$ cat config.mk
export PLATFORM = sky130hd
export DESIGN_NAME = uart_brk_rx
export DESIGN_NICKNAME = d
export VERILOG_FILES = /design/src/rtl/uart_brk_pkg.sv /design/src/rtl/brk_baud_div.sv /design/src/rtl/brk_rx_fsm.sv /design/src/rtl/brk_rx_fifo.sv /design/src/rtl/uart_brk_rx.sv
export SDC_FILE = /design/constraint.sdc
export NUM_CORES = 1
export LEC_CHECK = 0
export CELL_PAD_IN_SITES_DETAIL_PLACEMENT = 0
export CELL_PAD_IN_SITES_GLOBAL_PLACEMENT = 1
export CORE_MARGIN = 5
export CORE_UTILIZATION = 30
export CTS_BUF_LIST = sky130_fd_sc_hd__clkbuf_2
export CTS_CLUSTER_DIAMETER = 50
export CTS_CLUSTER_SIZE = 8
export DETAILED_ROUTE_END_ITERATION = 7
export PLACE_DENSITY_LB_ADDON = 0.2
export SETUP_SLACK_MARGIN = 0.15
export SLEW_MARGIN = 10
export SYNTH_ARGS = -nofsm -noshare
export SYNTH_HDL_FRONTEND = slang
export SYNTH_SLANG_ARGS = --single-unit
$ cat constraint.sdc
create_clock -name clk -period 4.3 [get_ports clk]
set_clock_uncertainty 0.15 [all_clocks]
set_input_delay 0.645 -clock clk [delete_from_list [all_inputs] [get_ports clk]]
set_output_delay 0.645 -clock clk [all_outputs]
set_load 0.01 [all_outputs]
$ cat src/rtl/uart_brk_pkg.sv
package uart_brk_pkg;
  localparam int DATA_W = 8;

  typedef enum logic [2:0] {
    ST_IDLE,
    ST_START,
    ST_DATA,
    ST_PAR,
    ST_STOP
  } rx_state_t;

  typedef struct packed {
    logic [DATA_W-1:0] data;
    logic              fer;
    logic              per;
    logic              zero;
  } rx_frame_t;
endpackage

$ cat src/rtl/brk_baud_div.sv
module brk_baud_div #(
  parameter int DIV = 4
) (
  input  logic clk,
  input  logic rst,
  output logic tick
);
  localparam int CW = (DIV > 1) ? $clog2(DIV) : 1;
  localparam logic [CW-1:0] LAST = CW'(DIV - 1);

  logic [CW-1:0] cnt;

  always_ff @(posedge clk) begin
    if (rst) begin
      cnt  <= '0;
      tick <= 1'b0;
    end else begin
      cnt  <= (cnt == LAST) ? '0 : cnt + 1'b1;
      tick <= (cnt == LAST);
    end
  end
endmodule

$ cat src/rtl/brk_rx_fsm.sv
module brk_rx_fsm
  import uart_brk_pkg::*;
#(
  parameter int OVS = 16
) (
  input  logic      clk,
  input  logic      rst,
  input  logic      tick,
  input  logic      rxd_s,
  input  logic      par_en,
  input  logic      par_odd,
  output logic      done,
  output rx_frame_t frame,
  output logic      idle
);
  localparam int CW = $clog2(OVS);
  localparam int BW = $clog2(DATA_W);
  localparam logic [CW-1:0] SP_A = CW'(OVS / 2 - 1);
  localparam logic [CW-1:0] SP_B = CW'(OVS / 2);
  localparam logic [CW-1:0] SP_C = CW'(OVS / 2 + 1);
  localparam logic [CW-1:0] C_END = CW'(OVS - 1);
  localparam logic [BW-1:0] B_END = BW'(DATA_W - 1);

  rx_state_t         st;
  logic [CW-1:0]     cnt;
  logic [1:0]        smp;
  logic [DATA_W-1:0] sh;
  logic [BW-1:0]     bidx;
  logic              pbit;
  logic              vote;

  assign vote = (smp[0] & smp[1]) | (smp[0] & rxd_s) | (smp[1] & rxd_s);
  assign idle = (st == ST_IDLE);

  always_ff @(posedge clk) begin
    if (rst) begin
      st    <= ST_IDLE;
      cnt   <= '0;
      smp   <= 2'b11;
      sh    <= '0;
      bidx  <= '0;
      pbit  <= 1'b0;
      done  <= 1'b0;
      frame <= '0;
    end else begin
      done <= 1'b0;
      if (tick) begin
        if (st == ST_IDLE) begin
          if (!rxd_s) begin
            st  <= ST_START;
            cnt <= '0;
          end
        end else begin
          cnt <= (cnt == C_END) ? '0 : cnt + 1'b1;
          if (cnt == SP_A) smp[0] <= rxd_s;
          if (cnt == SP_B) smp[1] <= rxd_s;
          if (cnt == SP_C) begin
            unique case (st)
              ST_START: if (vote) st <= ST_IDLE;
              ST_DATA:  sh <= {vote, sh[DATA_W-1:1]};
              ST_PAR:   pbit <= vote;
              ST_STOP: begin
                done       <= 1'b1;
                frame.data <= sh;
                frame.fer  <= ~vote;
                frame.per  <= par_en & ((^sh ^ pbit) != par_odd);
                frame.zero <= (sh == '0);
                st         <= ST_IDLE;
              end
              default: ;
            endcase
          end
          if (cnt == C_END) begin
            unique case (st)
              ST_START: begin
                st   <= ST_DATA;
                bidx <= '0;
              end
              ST_DATA: begin
                if (bidx == B_END) st <= par_en ? ST_PAR : ST_STOP;
                else bidx <= bidx + 1'b1;
              end
              ST_PAR: st <= ST_STOP;
              default: ;
            endcase
          end
        end
      end
    end
  end
endmodule

$ cat src/rtl/brk_rx_fifo.sv
module brk_rx_fifo #(
  parameter int DW    = 8,
  parameter int DEPTH = 16
) (
  input  logic          clk,
  input  logic          rst,
  input  logic          push,
  input  logic [DW-1:0] wdata,
  input  logic          pop,
  output logic [DW-1:0] rdata,
  output logic          rvalid,
  output logic          full,
  output logic          empty,
  output logic          drop
);
  localparam int AW = $clog2(DEPTH);

  logic [DW-1:0] mem [DEPTH];
  logic [AW:0]   wr_ptr, rd_ptr;
  logic          do_wr, do_rd;

  assign empty = (wr_ptr == rd_ptr);
  assign full  = (wr_ptr[AW] != rd_ptr[AW]) && (wr_ptr[AW-1:0] == rd_ptr[AW-1:0]);
  assign do_wr = push & ~full;
  assign do_rd = pop & ~empty;
  assign drop  = push & full;

  always_ff @(posedge clk) begin
    if (do_wr) mem[wr_ptr[AW-1:0]] <= wdata;
    if (do_rd) rdata <= mem[rd_ptr[AW-1:0]];
  end

  always_ff @(posedge clk) begin
    if (rst) begin
      wr_ptr <= '0;
      rd_ptr <= '0;
      rvalid <= 1'b0;
    end else begin
      if (do_wr) wr_ptr <= wr_ptr + 1'b1;
      if (do_rd) rd_ptr <= rd_ptr + 1'b1;
      rvalid <= do_rd;
    end
  end
endmodule

$ cat src/rtl/uart_brk_rx.sv
module uart_brk_rx
  import uart_brk_pkg::*;
#(
  parameter int CLK_DIV    = 4,
  parameter int OVS        = 16,
  parameter int FIFO_DEPTH = 16
) (
  input  logic              clk,
  input  logic              rst,
  input  logic              rxd,
  input  logic              par_en,
  input  logic              par_odd,
  input  logic              rd_en,
  input  logic              clr_err,
  output logic [DATA_W-1:0] rd_data,
  output logic              rd_valid,
  output logic              fifo_empty,
  output logic              fifo_full,
  output logic              rxd_level,
  output logic              fer_flag,
  output logic              per_flag,
  output logic              ovr_flag,
  output logic              brk_flag,
  output logic              brk_active
);
  localparam int HW = $clog2(OVS + 1);
  localparam logic [HW-1:0] HI_MAX = HW'(OVS);

  logic      tick, rxd_m, rxd_s;
  logic      frm_done, rx_idle, push, drop, brk_hit;
  rx_frame_t frm;
  logic [HW-1:0] hi_cnt;

  always_ff @(posedge clk) begin
    if (rst) begin
      rxd_m <= 1'b1;
      rxd_s <= 1'b1;
    end else begin
      rxd_m <= rxd;
      rxd_s <= rxd_m;
    end
  end
  assign rxd_level = rxd_s;

  brk_baud_div #(.DIV(CLK_DIV)) u_div (
    .clk (clk),
    .rst (rst),
    .tick(tick)
  );

  brk_rx_fsm #(.OVS(OVS)) u_fsm (
    .clk    (clk),
    .rst    (rst),
    .tick   (tick),
    .rxd_s  (rxd_s),
    .par_en (par_en),
    .par_odd(par_odd),
    .done   (frm_done),
    .frame  (frm),
    .idle   (rx_idle)
  );

  assign brk_hit = frm_done & frm.fer & frm.zero;
  assign push    = frm_done & ~frm.fer & ~frm.per & ~brk_active;

  brk_rx_fifo #(.DW(DATA_W), .DEPTH(FIFO_DEPTH)) u_fifo (
    .clk   (clk),
    .rst   (rst),
    .push  (push),
    .wdata (frm.data),
    .pop   (rd_en),
    .rdata (rd_data),
    .rvalid(rd_valid),
    .full  (fifo_full),
    .empty (fifo_empty),
    .drop  (drop)
  );

  always_ff @(posedge clk) begin
    if (rst) begin
      hi_cnt     <= '0;
      brk_active <= 1'b0;
      fer_flag   <= 1'b0;
      per_flag   <= 1'b0;
      ovr_flag   <= 1'b0;
      brk_flag   <= 1'b0;
    end else begin
      if (tick) begin
        if (!rxd_s) hi_cnt <= '0;
        else if (hi_cnt != HI_MAX) hi_cnt <= hi_cnt + 1'b1;
      end
      if (brk_hit) brk_active <= 1'b1;
      else if (brk_active && rx_idle && hi_cnt == HI_MAX) brk_active <= 1'b0;
      fer_flag <= (fer_flag & ~clr_err) | (frm_done & frm.fer);
      per_flag <= (per_flag & ~clr_err) | (frm_done & frm.per);
      ovr_flag <= (ovr_flag & ~clr_err) | drop;
      brk_flag <= (brk_flag & ~clr_err) | brk_hit;
    end
  end
endmodule

==> metrics, run 1 <==
Slew headroom=42.3%; final worst path period share=82.7%; actual slew at the worst max-slew pin=865 ps; Initial DRC Count=251; Routed Antenna Nets=0; layout cell share with drive strength beyond 1=13.9%; postcts setup bufs=0; initial core utilization=30.3%; pwr/cell area=349 mW/mm^2; worst vdd ir=0.000119 V; r2r startpoint=u_fifo.rd_ptr[3]$_SDFFE_PP0P_; WP data required=3500 ps; Layout area overhead=9.04%; post-route setup TNS=0 ps; # placed instances=901; Yosys cell types=57; CTS tree=done; initial antenna violation count=1; DR vias=4612; total gr overflow=0; crit path cell chain=xnor2_1 -> nand4_1 -> nor2_1 -> clkdlybuf4s50_1; I/O pins=24; # nets final=603; Synthesized Nets=587; register bit count reported by yosys=195; Fin. Hold Viols=0; CTS Sinks=195; Root Driver=clkbuf_2; WS Path Type=reg -> out; pre-CTS setup slack=1510 ps; CP max FO=20; post-CTS sizing=0; min Tclk post-route=3560 ps; Synth Instances=563; crit start category=register; Vias/cell=4.93; largest stage delay on the critical path=820 ps; Post-Syn Area per Cell=14.5 sq um; RSZ-0062 raised after global routing=no; largest net degree at the start of global routing=37; Setup Viol. Count Final=0; Bufs on Longest Clock Path=2; TritonCTS Buffers=17; synthesized area=0.00815 sq mm; synth warn=0; post-layout util=33.1%; CP arrival=2760 ps; Max Cap Viol=0; hold_buf cts=0; status=completed; Routed WL=18.0 mm; Worst path slowest cell=dfxtp_1; most used flip-flop cell after synthesis=edfxtp_1; Min-Delay Path Class=in -> reg; final worst setup slack=744 ps; GRT Total Usage=12.0%; fmax=281 MHz; CTS clk-pin slew, worst paths=290 ps; Synth async-reset ratio=0%; Final Slew Violations=0; Cell Count, Final, Fillers Out=935; drt wl/cell=19.2 microns; Die ar.=0.0306 sq mm; DIE WIDTH=175 microns; share of Yosys cell area claimed by the top area cell type=50.1%; Core ar.=0.0269 sq mm; first-pass iteration count of the detailed router=4; CP startpoint=u_fifo.rd_ptr[3]$_SDFFE_PP0P_; vias in the first global route=4808; Skew-Pair Late Insertion Delay=760 ps; top cells by area, synth=edfxtp_1, dfxtp_1, mux4_2; wire length of the first global-routing pass=28.2 mm; Residual DRC=0; PnR Total Power=3110 uW; die height=175 microns; H-tree depth=4; Synth area leader=edfxtp_1; number of fill cells=2624; Critical Path Sink Type=output pin; hold path start=rst; input/output buffers=23; Rows=60; EDFF count, synth=136; Pleak=0.00297 uW; Detailed Place HPWL=12.0 mm; part of the Yosys area used for sequential elements=64.6%; Routability Congestion=0.765
cells in the mapped netlist (2+ instances only):
cell type,count
edfxtp_1,136
dfxtp_1,59
nor2_1,44
a21oi_1,33
mux4_2,30
nand2_1,30
inv_1,19
ha_1,17
nor2b_1,16
clkbuf_1,14
a211oi_1,12
a31oi_1,12
mux2i_1,12
and3_1,10
nand4_1,10
xnor2_1,10
and4_1,8
buf_2,6
buf_4,6
mux2_2,6
nor3_1,5
buf_6,4
nand3_1,4
nor3b_1,4
or2_2,4
xor2_1,4
a21o_1,3
a22oi_1,3
and2_1,3
nand3b_1,3
o21ai_0,3
a311o_1,2
a32oi_1,2
and4b_1,2
mux4_1,2
nand2b_1,2
o211ai_1,2
o31ai_1,2
stage by stage:
stage | hold slack (ps) | area (sq um)
after floorplan | 239 | 8150
after global placement | 252 | 8660
after detailed placement | 243 | 8660
after CTS | 90.1 | 8880
after global routing | 127 | 8890
final | 205 | 8890
flip-flops by register name, summed over array words and instances (netlist names), 2 cells and up:
register       flops
u_div.cnt          2
u_fsm.st           3
u_fsm.sh           8
u_fifo.rdata       8
u_fifo.rd_ptr      5
u_fsm.smp          2
u_fifo.mem       128
u_fsm.frame       11
hi_cnt             5
u_fifo.wr_ptr      5
u_fsm.bidx         3
u_fsm.cnt          4
cells in the final DEF, fill, tap and decap left out, types with 3 or more instances in the layout:
master             n
clkinv_1           3
nor2b_1           16
xor2_1             4
a21oi_1           33
nor3b_1            4
clkinvlp_4         3
a211oi_1          12
nand3_1            4
a31oi_1           12
dfxtp_1           58
a21o_1             3
mux2_2             6
clkinv_2           3
ha_1              17
buf_4              5
xnor2_1           10
clkbuf_2          17
inv_1             19
mux4_2            30
edfxtp_1         136
clkdlybuf4s50_1   22
mux2i_1           12
a22oi_1            3
nor3_1             5
nand4_1           10
nor2_1            44
nand3b_1           3
and2_1             3
nand2_1           30
or2_2              4
and3_1            10
and4_1             8
o21ai_0            3
routing by layer:
layer | vias up | routed length [microns] | GRT usage [%]
met5 | - | 0 | 0
met2 | 62 | 9220 | 21.1
li1 | 2174 | - | -
met3 | 15 | 465 | 2.36
met4 | 0 | 274 | 4.06
met1 | 2361 | 8030 | 14.9
critical path: cells and delay by family, from the launching register on:
kind                      cells  cell delay (ps)
DFF                           1              820
buffers and inverters         1              590
and+or+nand+nor               2              410
xor gates and xnor gates      1              220
power breakdown:
group	internal, uW	switching (uW)	total, uW
registers	2000	8.18	2010
logic	108	125	234
clock network	215	644	859
total	2330	778	3110
worst paths after layout:
path	to	slack [ps]	cells after the start
setup / recovery	fifo_full	740	4
hold / removal	u_fsm.pbit$_SDFFE_PP0P_	210	2
setup reg to reg	u_fifo.mem[11][5]$_DFFE_PP_	1470	4
hold reg to reg	rxd_level$_SDFF_PP1_	250	1
cell type report:
class	instances	area [sq um]	area share [%]
Sequential cell	195	5270	59.3
Inverter	20	75.1	0.845
Timing Repair Buffer	28	263	2.96
Clock buffer	17	85.1	0.957
Multi-Input combinational cell	317	2630	29.6
Clock inverter	15	133	1.49
Antenna cell	2	5.00	0.0563
Tap cell	341	427	4.80
logic make-up after synthesis:
family	synth area share, %
DFF	64.6
AOI/OAI and AO/OA	6.62
xor gates and xnor gates	1.50
and+or+nand+nor	10.2
buffers and inverters	3.09
adders and majority gates	2.73
muxes	11.2
Note: power is estimated with default switching activity, not from simulation.
==> run 2, diff against run 1 <==
- clock period: 4.3 -> 2.9 ns (I/O delays scaled with it)
==> run 2 against run 1 <==
Sequential power rose by 48%. Die area did not move. Combinational power rose by 69%. Core utilization rose by 0.75 points. Final cell count rose by 1.6%. Worst setup slack got worse by 360 ps. First-iteration DRC count rose by 3.2%. Via count fell by 0.78%. Largest cell class unchanged. Largest power group unchanged. Highest routed layer unchanged.
==> metrics, run 2 (same netlist as run 1, synthesis figures left out) <==
Residual DRC=0 (unchanged); crit path to=fifo_empty; worst reg2reg path depth=5 (+1); Bufs on Longest Clock Path=2 (unchanged); Core ar.=0.0269 sq mm (unchanged); WP data required=2320 ps (-1180 ps); largest net degree at the start of global routing=36 (-2.7%); crit start category=register; Reg2Reg Setup Slack=490 ps (-980 ps); RSZ-0062 raised after global routing=no; vias in the first global route=4819 (+0.23%); Routed Antenna Nets=0 (unchanged); Slew headroom=43.6% (+1.3 points); I/O pins=24 (unchanged); Fin. Hold Viols=0 (unchanged); actual slew at the worst max-slew pin=839 ps (-26.8 ps); commonest non-fill, non-tap cells in the layout=edfxtp_1, dfxtp_1, nor2_1, a21oi_1; CTS tree=done; initial antenna violation count=1 (unchanged); GRT Total Usage=12.0% (-0.059 points); Rows=60 (unchanged); layout cell share with drive strength beyond 1=18.1% (+4.2 points); drt wl/cell=18.7 microns (-2.5%); pwr/cell area=515 mW/mm^2 (+47%); H-tree depth=4 (unchanged); final worst path period share=86.7%; Critical Path Sink Type=output pin; Root Driver=clkbuf_2; number of flip-flops in the largest register=128 (unchanged); Setup Viol. Count Final=0 (unchanged); initial core utilization=30.3% (unchanged); fmax=398 MHz; r2r endpoint=u_fifo.rdata[1]$_DFFE_PP_; Detailed Place HPWL=12.0 mm (-0.43%); DIE WIDTH=175 microns (unchanged); Final Slew Violations=0 (unchanged); TritonCTS Buffers=17 (unchanged); CP max FO=5 (-75%); post-layout util=33.8% (+0.75 points); worst vdd ir=0.000253 V (+110%); total gr overflow=0 (unchanged); # nets final=619 (+2.7%); largest stage delay on the critical path=410 ps (-410 ps); DR vias=4576 (-0.78%); Vias/cell=4.82 (-2.3%); Min-Delay Path Class=in -> reg; crit path cell chain=xnor2_1 -> nand4_1 -> buf_4 -> nor2_4 -> buf_2; Initial DRC Count=259 (+3.2%); post-route setup TNS=0 ps (unchanged); wire length of the first global-routing pass=28.0 mm (-0.74%); Skew-Pair Late Insertion Delay=740 ps (-20 ps); CTS clk-pin slew, worst paths=280 ps (about the same); WS Path Type=reg -> out; CTS Sinks=195 (unchanged); Routability Congestion=0.797 (+4.1%); CP arrival=1930 ps (-830 ps); Layout area overhead=11.5%; Routed WL=17.8 mm (-0.98%); commonest non-fill, non-tap cell in the layout=edfxtp_1; Max Cap Viol=0 (unchanged); status=completed; r2r startpoint=u_fifo.rd_ptr[0]$_SDFFE_PP0P_; CP startpoint=u_fifo.wr_ptr[1]$_SDFFE_PP0P_; input/output buffers=23 (unchanged); Worst path slowest cell=dfxtp_2; die height=175 microns (unchanged); min Tclk post-route=2510 ps; first-pass iteration count of the detailed router=4 (unchanged); Die ar.=0.0306 sq mm (unchanged); Pleak=0.00307 uW (+3.4%)
-- run 2: cell types whose count changed in the layout (fill, tap and decap cells not counted), moves of 2 or more --
cell	previous run	this run
dfxtp_2	1	5
clkdlybuf4s50_1	22	20
xnor2_2	0	4
nor2_4	0	2
nor2_1	44	42
inv_6	2	4
dfxtp_4	0	2
xnor2_1	10	6
dfxtp_1	58	52
inv_8	2	4
dlygate4sd3_1	0	2
clkinv_2	3	0
buf_4	5	19
-- run 2: cell type report --
class	instances	area (sq um)
well taps	341	427
diodes	1	2.50
fillers	2642	17800
multi-input cells	317	2700
repair buffers	44	378
flip-flops and latches	195	5280
clock inverters	15	145
inverters	20	75.1
clock buffers	17	85.1
-- run 2: per-layer routing --
| layer | GRT usage (%) | vias to the layer above | wire [microns] |
|---|---|---|---|
| met5 | 0 | - | 0 |
| met4 | 2.95 | 0 | 201 |
| met3 | 2.92 | 13 | 576 |
| met2 | 20.3 | 73 | 8850 |
| met1 | 15.5 | 2292 | 8180 |
| li1 | - | 2198 | - |
-- run 2: worst min-delay path by stage --
| stage | startpoint | cells past startpoint | to | slack (ps) |
|---|---|---|---|---|
| 6_report | clr_err | 4 | brk_flag$_SDFF_PP0_ | 200 |
| 5_1_grt | clr_err | 4 | brk_flag$_SDFF_PP0_ | 110 |
| 4_1_cts | clr_err | 4 | brk_flag$_SDFF_PP0_ | 100 |
| 3_5_place_dp | rxd_m$_SDFF_PP1_ | 1 | rxd_level$_SDFF_PP1_ | 250 |
| 3_3_place_gp | rxd_m$_SDFF_PP1_ | 1 | rxd_level$_SDFF_PP1_ | 250 |
| 2_1_floorplan | rxd_m$_SDFF_PP1_ | 1 | rxd_level$_SDFF_PP1_ | 240 |
-- run 2: repair_timing --
item                       in CTS  in global routing
buffers inserted                5                  1
hold endpoints to repair       17                  0
pin swaps                       3                  0
setup endpoints to repair       2                  2
hold buffers                    2                  0
resized for setup              15                 10
-- run 2: report_power, final --
group | total, uW | internal, uW | switching, uW
clock | 1310 | 339 | 966
combinational | 395 | 188 | 208
sequential | 2980 | 2970 | 10.3
-- run 2: worst max-delay path, delay by kind of cell (launching register included) --
family,cells,cell delay (ps)
xor gates and xnor gates,1,190
DFF,1,410
and+or+nand+nor,2,270
buffers and inverters,2,330
-- run 2: stage by stage --
step | hold WS (ps) | std cells | cell area, sq um | power (uW) | setup slack (ps)
2_1_floorplan | 239 | 563 | 8150 | 3300 | 831
3_3_place_gp | 254 | 909 | 8720 | 3420 | 390
3_5_place_dp | 249 | 909 | 8720 | 3420 | 378
4_1_cts | 104 | 948 | 9040 | 4760 | 152
5_1_grt | 110 | 950 | 9090 | 4910 | 161
6_report | 198 | 950 | 9090 | 4680 | 386
==> run 3, diff against run 2 <==
- CTS_BUF_LIST: sky130_fd_sc_hd__clkbuf_2 -> sky130_fd_sc_hd__clkbuf_16
- clock period: 2.9 -> 3 ns (I/O delays scaled with it)
==> run 3 against run 2 <==
Hold slack improved by 64 ps. Die area unchanged. Clock power increased by 71%. Largest cell class unchanged. Combinational power decreased by 9.6%. Largest power group unchanged. Total power increased by 17%. Via count increased by 1.0%. Sequential share of layout area decreased by 1.6 points. Non-clock buffer count decreased by 7. Highest routed layer unchanged. Core utilization increased by 0.88 points.
==> metrics, run 3 (same netlist as run 1, synthesis figures left out) <==
status=completed; Detailed Place HPWL=12.2 mm (+2.0%); Final Slew Violations=0 (unchanged); CP startpoint=u_fifo.wr_ptr[2]$_SDFFE_PP0P_; TritonCTS Buffers=17 (unchanged); CTS clk-pin slew, worst paths=70 ps (-210 ps); # nets final=612 (-1.1%); Fin. Hold Viols=0 (unchanged); Max Cap Viol=0 (unchanged); CP max FO=9 (+4); Routed WL=18.1 mm (+1.8%); commonest non-fill, non-tap cells in the layout=edfxtp_1, dfxtp_1, nor2_1, a21oi_1; Core ar.=0.0269 sq mm (unchanged); drt wl/cell=19.3 microns (+2.8%); largest stage delay on the critical path=600 ps (+190 ps); number of flip-flops in the largest register=128 (unchanged); WP data required=2400 ps (+80 ps); Worst path slowest cell=clkdlybuf4s50_1; Reg2Reg Setup Slack=690 ps (+200 ps); Die ar.=0.0306 sq mm (unchanged); worst vdd ir=0.000311 V (+23%); commonest non-fill, non-tap cell in the layout=edfxtp_1; Worst Hold Endpoint=rxd_level$_SDFF_PP1_; Min-Delay Path Class=reg -> reg; wire length of the first global-routing pass=28.8 mm (+3.1%); Vias/cell=4.91 (+2.0%); first-pass iteration count of the detailed router=4 (unchanged); total gr overflow=0 (unchanged); r2r endpoint=u_fifo.mem[13][4]$_DFFE_PP_; Skew-Pair Late Insertion Delay=430 ps (-310 ps); hold path start=rxd_m$_SDFF_PP1_; initial antenna violation count=0 (-1); RSZ-0062 raised after global routing=no; I/O pins=24 (unchanged); Residual DRC=0 (unchanged); post-CTS sizing=0 (-15); layout cell share with drive strength beyond 1=15.0% (-3.1 points); hold depth=1 (-3); CP arrival=2060 ps (+130 ps); post-route setup TNS=0 ps (unchanged); number of fill cells=2632 (-0.38%); Rows=60 (unchanged); Routed Antenna Nets=0 (unchanged); CTS tree=done; actual slew at the worst max-slew pin=863 ps (+24.6 ps); vias in the first global route=4877 (+1.2%); DR vias=4623 (+1.0%); postcts setup bufs=0 (-5); DIE WIDTH=175 microns (unchanged); Bufs on Longest Clock Path=2 (unchanged); Pleak=0.00319 uW (+3.9%); fmax=376 MHz; final hold slack=262 ps (+63.8 ps); Initial DRC Count=222 (-14%); largest net degree at the start of global routing=36 (unchanged); H-tree depth=4 (unchanged); crit start category=register; input/output buffers=23 (unchanged); r2r startpoint=u_fifo.wr_ptr[2]$_SDFFE_PP0P_; Critical Path Sink Type=output pin; die height=175 microns (unchanged); final worst path period share=88.7%; crit path cell chain=xnor2_1 -> nand4_1 -> nor2_1 -> clkdlybuf4s50_1; Layout area overhead=14.4%; min Tclk post-route=2660 ps; GRT Total Usage=12.3% (+0.32 points); pwr/cell area=587 mW/mm^2 (+14%); worst reg2reg path depth=4 (-1); initial core utilization=30.3% (unchanged); Root Driver=clkbuf_16; Setup Viol. Count Final=0 (unchanged); number of diodes=0 (-1); Slew headroom=42.4% (-1.2 points); CTS Sinks=195 (unchanged); Routability Congestion=0.740 (-7.1%); WS Path Type=reg -> out; hold_buf cts=0 (-2)
==> run 3: power breakdown <==
part,internal (uW),switching (uW),total (uW),leakage [uW]
Sequential,2870,9.84,2880,0.00174
Combinational,167,190,357,0.00117
Clock,1240,1000,2240,0.000281
Total,4270,1200,5470,0.00319
==> run 3: critical path: cells and delay by family (launching register included) <==
kind          cells  cell delay, ps
xor+xnor          1             180
buf+inv           1             600
flops             1             490
simple gates      2             370
==> run 3: metal layers <==
layer	track usage, %	share of wire [%]
met3	2.88	3.2
met2	20.8	49
met4	3.14	1.0
met1	16.0	47
met5	0	0
==> run 3: layout make-up <==
class	count	area [sq um]	share of cell area (%)
sequential	195	5270	56.5
multi-input combinational	317	2630	28.2
tap	341	427	4.58
clock buffer	17	425	4.56
timing repair buffer	37	345	3.70
clock inverter	14	153	1.64
inverter	20	75.1	0.805
==> run 3: how the worst max path moves through the flow <==
stage	depth (start not counted)	endpoint	slack (ps)
CTS	4	fifo_full	220
floorplan	6	u_fifo.wr_ptr[4]$_SDFFE_PP0P_	930
detailed placement	4	u_fifo.mem[12][1]$_DFFE_PP_	640
global placement	4	u_fifo.mem[9][4]$_DFFE_PP_	680
finish	4	fifo_empty	340
global route	4	fifo_empty	180
==> run 3: metrics by stage <==
step	area [sq um]	utilization (%)	worst slack, ps	power [uW]	instances
after CTS	9320	34.7	219	5550	941
after global placement	8740	32.5	677	3300	910
after floorplan	8150	-	931	3190	563
after global routing	9330	34.7	178	5690	941
after detailed placement	8740	32.5	639	3300	910
final	9330	34.7	338	5470	941
